### src/rtl/srd_pkg.sv
package srd_pkg;
  // Event bit positions inside the interrupt status field
  localparam int unsigned EVT_WIN_DONE  = 0;
  localparam int unsigned EVT_NO_SIGNAL = 1;
  localparam int unsigned EVT_MODE_CHG  = 2;
  localparam int unsigned EVT_USED      = 3;
endpackage

### src/rtl/srd_window_timer.sv
module srd_window_timer #(
  parameter int unsigned WIN_W = 20
) (
  input  logic             clk,
  input  logic             rst,
  input  logic             run,
  input  logic [WIN_W-1:0] win_len,
  output logic             win_end
);
  logic [WIN_W-1:0] wcnt;
  logic [WIN_W:0]   wcnt_inc;
  logic             at_last;

  assign wcnt_inc = {1'b0, wcnt} + {{WIN_W{1'b0}}, 1'b1};
  assign at_last  = (wcnt_inc >= {1'b0, win_len});
  assign win_end  = run && at_last;

  always_ff @(posedge clk) begin
    if (rst || !run) begin
      wcnt <= '0;
    end else if (at_last) begin
      wcnt <= '0;
    end else begin
      wcnt <= wcnt_inc[WIN_W-1:0];
    end
  end
endmodule

### src/rtl/srd_interval_meter.sv
module srd_interval_meter #(
  parameter int unsigned WID_W = 10
) (
  input  logic             clk,
  input  logic             rst,
  input  logic             run,
  input  logic             din,
  input  logic             win_end,
  output logic             got_nxt,
  output logic [WID_W-1:0] minw_nxt
);
  localparam logic [WID_W-1:0] WMAX = '1;

  logic             din_q;
  logic             tog;
  logic             seen;
  logic             iv_done;
  logic             got;
  logic [WID_W-1:0] gap;
  logic [WID_W-1:0] minw;

  assign tog      = run && (din != din_q);
  assign iv_done  = tog && seen;
  assign minw_nxt = (iv_done && (gap < minw)) ? gap : minw;
  assign got_nxt  = got | iv_done;

  always_ff @(posedge clk) begin
    if (rst) din_q <= 1'b0;
    else     din_q <= din;
  end

  always_ff @(posedge clk) begin
    if (rst || !run) begin
      gap  <= '0;
      seen <= 1'b0;
      minw <= WMAX;
      got  <= 1'b0;
    end else begin
      if (tog)              gap <= {{(WID_W-1){1'b0}}, 1'b1};
      else if (gap != WMAX) gap <= gap + 1'b1;
      if (tog) seen <= 1'b1;
      if (win_end) begin
        minw <= WMAX;
        got  <= 1'b0;
      end else begin
        minw <= minw_nxt;
        got  <= got_nxt;
      end
    end
  end
endmodule

### src/rtl/srd_mode_select.sv
module srd_mode_select #(
  parameter int unsigned NUM_MODES = 7,
  parameter int unsigned WID_W     = 10,
  parameter int unsigned MODE_W    = 3
) (
  input  logic                             got,
  input  logic [WID_W-1:0]                 width,
  input  logic [(NUM_MODES-1)*WID_W-1:0]   thr_bus,
  output logic [MODE_W-1:0]                mode
);
  localparam int unsigned NTHR = NUM_MODES - 1;

  logic [NTHR-1:0] meets;

  for (genvar g = 0; g < NTHR; g++) begin : g_cmp
    assign meets[g] = ({width, 1'b0} >= {1'b0, thr_bus[g*WID_W +: WID_W]});
  end

  always_comb begin
    mode = MODE_W'(NUM_MODES - 1);
    for (int i = NTHR - 1; i >= 0; i--) begin
      if (meets[i]) mode = MODE_W'(i);
    end
    if (!got) mode = '1;
  end
endmodule

### src/rtl/srd_publisher.sv
module srd_publisher #(
  parameter int unsigned WID_W  = 10,
  parameter int unsigned MODE_W = 3,
  parameter int unsigned IRQ_W  = 8
) (
  input  logic              clk,
  input  logic              rst,
  input  logic              hold,
  input  logic              win_end,
  input  logic              got,
  input  logic [WID_W-1:0]  minw,
  input  logic [MODE_W-1:0] mode_new,
  input  logic [IRQ_W-1:0]  irq_mask,
  input  logic [IRQ_W-1:0]  irq_clr,
  output logic [MODE_W-1:0] mode_q,
  output logic [WID_W-1:0]  width_q,
  output logic [IRQ_W-1:0]  stat_q,
  output logic              irq_q
);
  import srd_pkg::*;

  logic [IRQ_W-1:0] stat_nxt;

  always_comb begin
    stat_nxt = stat_q & ~irq_clr;
    if (win_end) begin
      stat_nxt[EVT_WIN_DONE] = 1'b1;
      if (!got)               stat_nxt[EVT_NO_SIGNAL] = 1'b1;
      if (mode_new != mode_q) stat_nxt[EVT_MODE_CHG]  = 1'b1;
    end
  end

  always_ff @(posedge clk) begin
    if (rst || hold) begin
      mode_q  <= '1;
      width_q <= '0;
      stat_q  <= '0;
      irq_q   <= 1'b0;
    end else begin
      stat_q <= stat_nxt;
      irq_q  <= |(stat_nxt & ~irq_mask);
      if (win_end) begin
        mode_q  <= mode_new;
        width_q <= got ? minw : '0;
      end
    end
  end
endmodule

### src/rtl/spdif_rate_detector.sv
module spdif_rate_detector #(
  parameter int unsigned WIN_W     = 20,
  parameter int unsigned WID_W     = 10,
  parameter int unsigned NUM_MODES = 7,
  parameter int unsigned IRQ_W     = 8
) (
  input  logic                           clk,
  input  logic                           rst,
  input  logic                           en,
  input  logic                           in_hold,
  input  logic                           out_hold,
  input  logic                           din,
  input  logic [WIN_W-1:0]               win_len,
  input  logic [(NUM_MODES-1)*WID_W-1:0] thr_bus,
  input  logic [IRQ_W-1:0]               irq_mask,
  input  logic [IRQ_W-1:0]               irq_clr,
  output logic [$clog2(NUM_MODES+1)-1:0] mode,
  output logic [WID_W-1:0]               width,
  output logic [IRQ_W-1:0]               irq_stat,
  output logic                           irq
);
  localparam int unsigned MODE_W = $clog2(NUM_MODES + 1);

  logic              run;
  logic              win_end;
  logic              got_nxt;
  logic [WID_W-1:0]  minw_nxt;
  logic [MODE_W-1:0] mode_new;

  assign run = en && !in_hold;

  srd_window_timer #(.WIN_W(WIN_W)) u_win (
    .clk(clk), .rst(rst), .run(run), .win_len(win_len), .win_end(win_end)
  );

  srd_interval_meter #(.WID_W(WID_W)) u_meter (
    .clk(clk), .rst(rst), .run(run), .din(din), .win_end(win_end),
    .got_nxt(got_nxt), .minw_nxt(minw_nxt)
  );

  srd_mode_select #(.NUM_MODES(NUM_MODES), .WID_W(WID_W), .MODE_W(MODE_W)) u_sel (
    .got(got_nxt), .width(minw_nxt), .thr_bus(thr_bus), .mode(mode_new)
  );

  srd_publisher #(.WID_W(WID_W), .MODE_W(MODE_W), .IRQ_W(IRQ_W)) u_pub (
    .clk(clk), .rst(rst), .hold(out_hold), .win_end(win_end), .got(got_nxt),
    .minw(minw_nxt), .mode_new(mode_new), .irq_mask(irq_mask), .irq_clr(irq_clr),
    .mode_q(mode), .width_q(width), .stat_q(irq_stat), .irq_q(irq)
  );
endmodule

### config.mk
export PLATFORM = sky130hd
export DESIGN_NAME = spdif_rate_detector
export DESIGN_NICKNAME = d
export VERILOG_FILES = /design/src/rtl/srd_pkg.sv /design/src/rtl/srd_window_timer.sv /design/src/rtl/srd_interval_meter.sv /design/src/rtl/srd_mode_select.sv /design/src/rtl/srd_publisher.sv /design/src/rtl/spdif_rate_detector.sv
export SDC_FILE = /design/constraint.sdc
export NUM_CORES = 1
export LEC_CHECK = 0
export BUFFER_PORTS_ARGS = -buffer_cell sky130_fd_sc_hd__buf_2
export CORE_AREA = 2 2 149 93
export CTS_CLUSTER_SIZE = 28
export DETAILED_ROUTE_END_ITERATION = 16
export DIE_AREA = 0 0 151 95
export PLACE_DENSITY = 0.68
export SLEW_MARGIN = 20
export SYNTH_ARGS = -nofsm -noshare
export SYNTH_HDL_FRONTEND = slang
export SYNTH_HIERARCHICAL = 1
export SYNTH_SLANG_ARGS = --single-unit
### constraint.sdc
create_clock -name clk -period 6.92 [get_ports clk]
set_input_delay 1.038 -clock clk [delete_from_list [all_inputs] [get_ports clk]]
set_output_delay 1.038 -clock clk [all_outputs]
set_load 0.05 [all_outputs]
==> results.md <==
- Status: completed
- Antenna violations before repair: 0
- Clk buf depth: 2
- Synth async-reset ratio: 0%
- Arr. time, crit path: 4.94 ns
- Number of remaining DRC errors: 0
- Unrepaired setup endpoints after global routing: false
- Clk slew on worst S/H paths: 0.05 ns
- GP Congestion: 0.835
- Die width: 151 um
- Final worst-path cycle share: 68.7%
- Synth Register Bits: 65
- Final min period: 4.75 ns
- Peak supply drop: 104 uV
- Syn avg cell area: 8.64 um^2
- Mapped cell area: 0.00508 mm^2
- Top Ports: 124
- WP data required: 7.10 ns
- Die area: 0.0143 mm^2
- Routed WL: 11.8 mm
- Starting density of the core: 38.7%
- Top_reg_cell synth: dfxtp_1
- Placed cells: 875
- Final Hold Fails: 0
- CTS Buf Count: 9
- Fraction of layout cells with a size suffix above 1: 25.8%
- Crit Path Class: in2reg
- Setup TNS: 0 ns
- Worst skew pair latency: 0.32 ns
- Layout Cells excl Fill: 891
- Placed inst area: 0.00586 mm^2
- Most frequent cells in the layout: buf_2 (123), inv_1 (89), ha_1 (85)
- Synthesis Warnings: 6
- FF+latch area: 0.00130 mm^2
- CP Capture Type: register
- CTS tree: done
- Pleak: 3.12 nW
- Global-route usage over all layers: 16.6%
- # nets final: 898
- Core Region: 0.0131 mm^2
- CTS sink cnt: 65
- Drt first pass iters: 5
- Via Count: 4,325
- Final global-route overflow total: 0
- N_diodes: 0
- Final setup fails: 0
- Clock tree root driver cell: clkbuf_16
- Post-CTS Setup Inserts: 0
- Clock Skew: 0.00625 ns
- Fillcell total: 1,310
- Cell Pwr Density: 156 mW/mm^2
- Cell Rows: 33
- Seq/Total Area, Yosys: 25.6%
- Synth Net Count: 775
- Tot Pwr: 963 uW
- Post-layout util: 47.1%
- Die Span Y: 95 um
- Post-synth EDFFs: 0
- Vias in the first global route: 3,812
- Max Cap Viol: 0
- Slew headroom: 57.9%
- Post-DR wirelength/cell: 13.3 um
- Setup crit start kind: primary input
- Port Buffers: 123
- CTS Hold Bufs: 0
- Number of distinct library cells after synthesis: 61
- Slew Limit Fails: 0
- Placed wire-length estimate: 9.72 mm
- Antenna-violating nets left: 0
- H-tree depth: 3
- Post-route cell area: 0.00618 mm^2
- Via density: 4.85
- Syn-to-layout area delta: 21.7%
- Cells after Synth: 588
- Largest net degree at the start of global routing: 20
- HP Class: reg2reg
- DR iter-0 viols: 208
- Pre-CTS WS: 1.85 ns
- Most common cell after layout, fill and taps aside: buf_2
- First-pass GRT wire length: 18.7 mm
- CP Max Fanout: 16
- Final hold slack: 0.457 ns
- Worst Max-Slew Pin Slew: 0.631 ns
- Fmax: 210 MHz
- Final setup margin: 2.17 ns
- CTS-repair resized insts: 0
- Area of the multi-input gates: 0.00337 mm^2
==> path summary, 6_finish.rpt <==
| check | startpoint | slack [ns] | endpoint | cells past startpoint |
|---|---|---|---|---|
| worst min register to register | u_meter/seen | 0.46 | u_meter/seen | 1 |
| worst max register to register | u_meter/gap[9] | 2.36 | u_pub/irq_q | 19 |
| worst max-delay path | in_hold | 2.17 | u_pub/irq_q | 20 |
| worst min-delay path | u_meter/seen | 0.46 | u_meter/seen | 1 |
==> logic make-up (layout without fill, tap and decap cells) <==
family / Yosys count / after routing / synth area share (%)
AND/OR/NAND/NOR: 162 / 162 / 17.7
flip-flops: 65 / 65 / 25.6
XOR/XNOR: 27 / 27 / 5.25
adder cells (fa/ha/maj): 85 / 85 / 20.9
AO/OA/AOI/OAI: 132 / 132 / 18.8
multiplexers: 14 / 14 / 3.74
buffers and inverters: 103 / 231 / 7.98
==> worst max-delay path, cell delays in order <==
cell and delay (ns):
buf_2 0.11, nor2b_4 0.13, and2_1 0.16, o2111ai_1 0.11, a31oi_1 0.16, buf_4 0.20
nand2_1 0.18, buf_4 0.28, mux2_4 0.39, ha_1 0.35, a211o_1 0.31, a21oi_2 0.10
a31oi_1 0.13, a2111oi_4 0.41, nand2_1 0.13, o21ai_1 0.22, xnor2_1 0.14, a31oi_1 0.10
a21oi_1 0.20, o31ai_1 0.09
==> cell type report <==
cell class              instances  share of cell area, %
multi-input cells             420                   54.6
clock buffers                   9                   3.64
repair buffers                125                   10.2
inverters                      90                   5.46
well taps                     175                   3.54
flip-flops and latches         65                   21.0
clock inverters                 7                   1.54
==> cells in the mapped netlist (2+ instances only) <==
| library cell | count | area [um^2] |
|---|---|---|
| inv_1 | 89 | 334 |
| ha_1 | 85 | 1060 |
| dfxtp_1 | 65 | 1300 |
| nor2_1 | 35 | 131 |
| nand2_1 | 30 | 113 |
| a21oi_1 | 27 | 135 |
| nor2b_1 | 24 | 150 |
| a21o_1 | 23 | 173 |
| nand3_1 | 14 | 70.1 |
| xnor2_1 | 14 | 123 |
| nand2b_1 | 11 | 68.8 |
| a22oi_1 | 10 | 75.1 |
| a31o_2 | 10 | 87.6 |
| mux2_4 | 10 | 150 |
| a211oi_1 | 9 | 67.6 |
| nand4_1 | 9 | 56.3 |
| xor2_1 | 9 | 78.8 |
| clkbuf_1 | 8 | 30.0 |
| a31oi_1 | 7 | 43.8 |
| o21a_1 | 7 | 52.6 |
| o21ai_0 | 7 | 35.0 |
| and3_1 | 6 | 37.5 |
| nor3_1 | 6 | 30.0 |
| nor3b_1 | 5 | 37.5 |
| o2111ai_1 | 5 | 43.8 |
| a211o_1 | 4 | 35.0 |
| mux2i_1 | 4 | 40.0 |
| o211ai_1 | 4 | 30.0 |
| o21ai_1 | 4 | 20.0 |
| buf_2 | 3 | 15.0 |
| nor2_2 | 3 | 18.8 |
| xnor2_2 | 3 | 48.8 |
| a21boi_0 | 2 | 15.0 |
| a41oi_1 | 2 | 17.5 |
| and2_1 | 2 | 12.5 |
| buf_6 | 2 | 22.5 |
| nand3b_1 | 2 | 15.0 |
| nand4_2 | 2 | 25.0 |
| nor2b_2 | 2 | 17.5 |
| o31ai_1 | 2 | 15.0 |
| or3_1 | 2 | 12.5 |
==> routing by layer <==
layer | up-vias | global-route usage, % | wire length, um
met5 | - | 0 | 0
met4 | 0 | 2.34 | 42
met3 | 4 | 3.86 | 707
met2 | 106 | 22.9 | 4470
met1 | 1914 | 26.2 | 6600
li1 | 2301 | - | -
==> state kept, by name, indices dropped and copies added (netlist names) <==
register / cells
u_win/wcnt: 20
u_meter/gap: 10
u_meter/minw: 10
u_pub/width_q: 10
u_pub/stat_q: 8
u_pub/mode_q: 3
u_meter/din_q: 1
u_meter/got: 1
u_meter/seen: 1
u_pub/irq_q: 1
==> where the power goes <==
part	internal, mW	switching (mW)
logic	0.0538	0.0526
registers	0.376	0.00135
clock network	0.315	0.165
(Power assumes the default switching activity.)
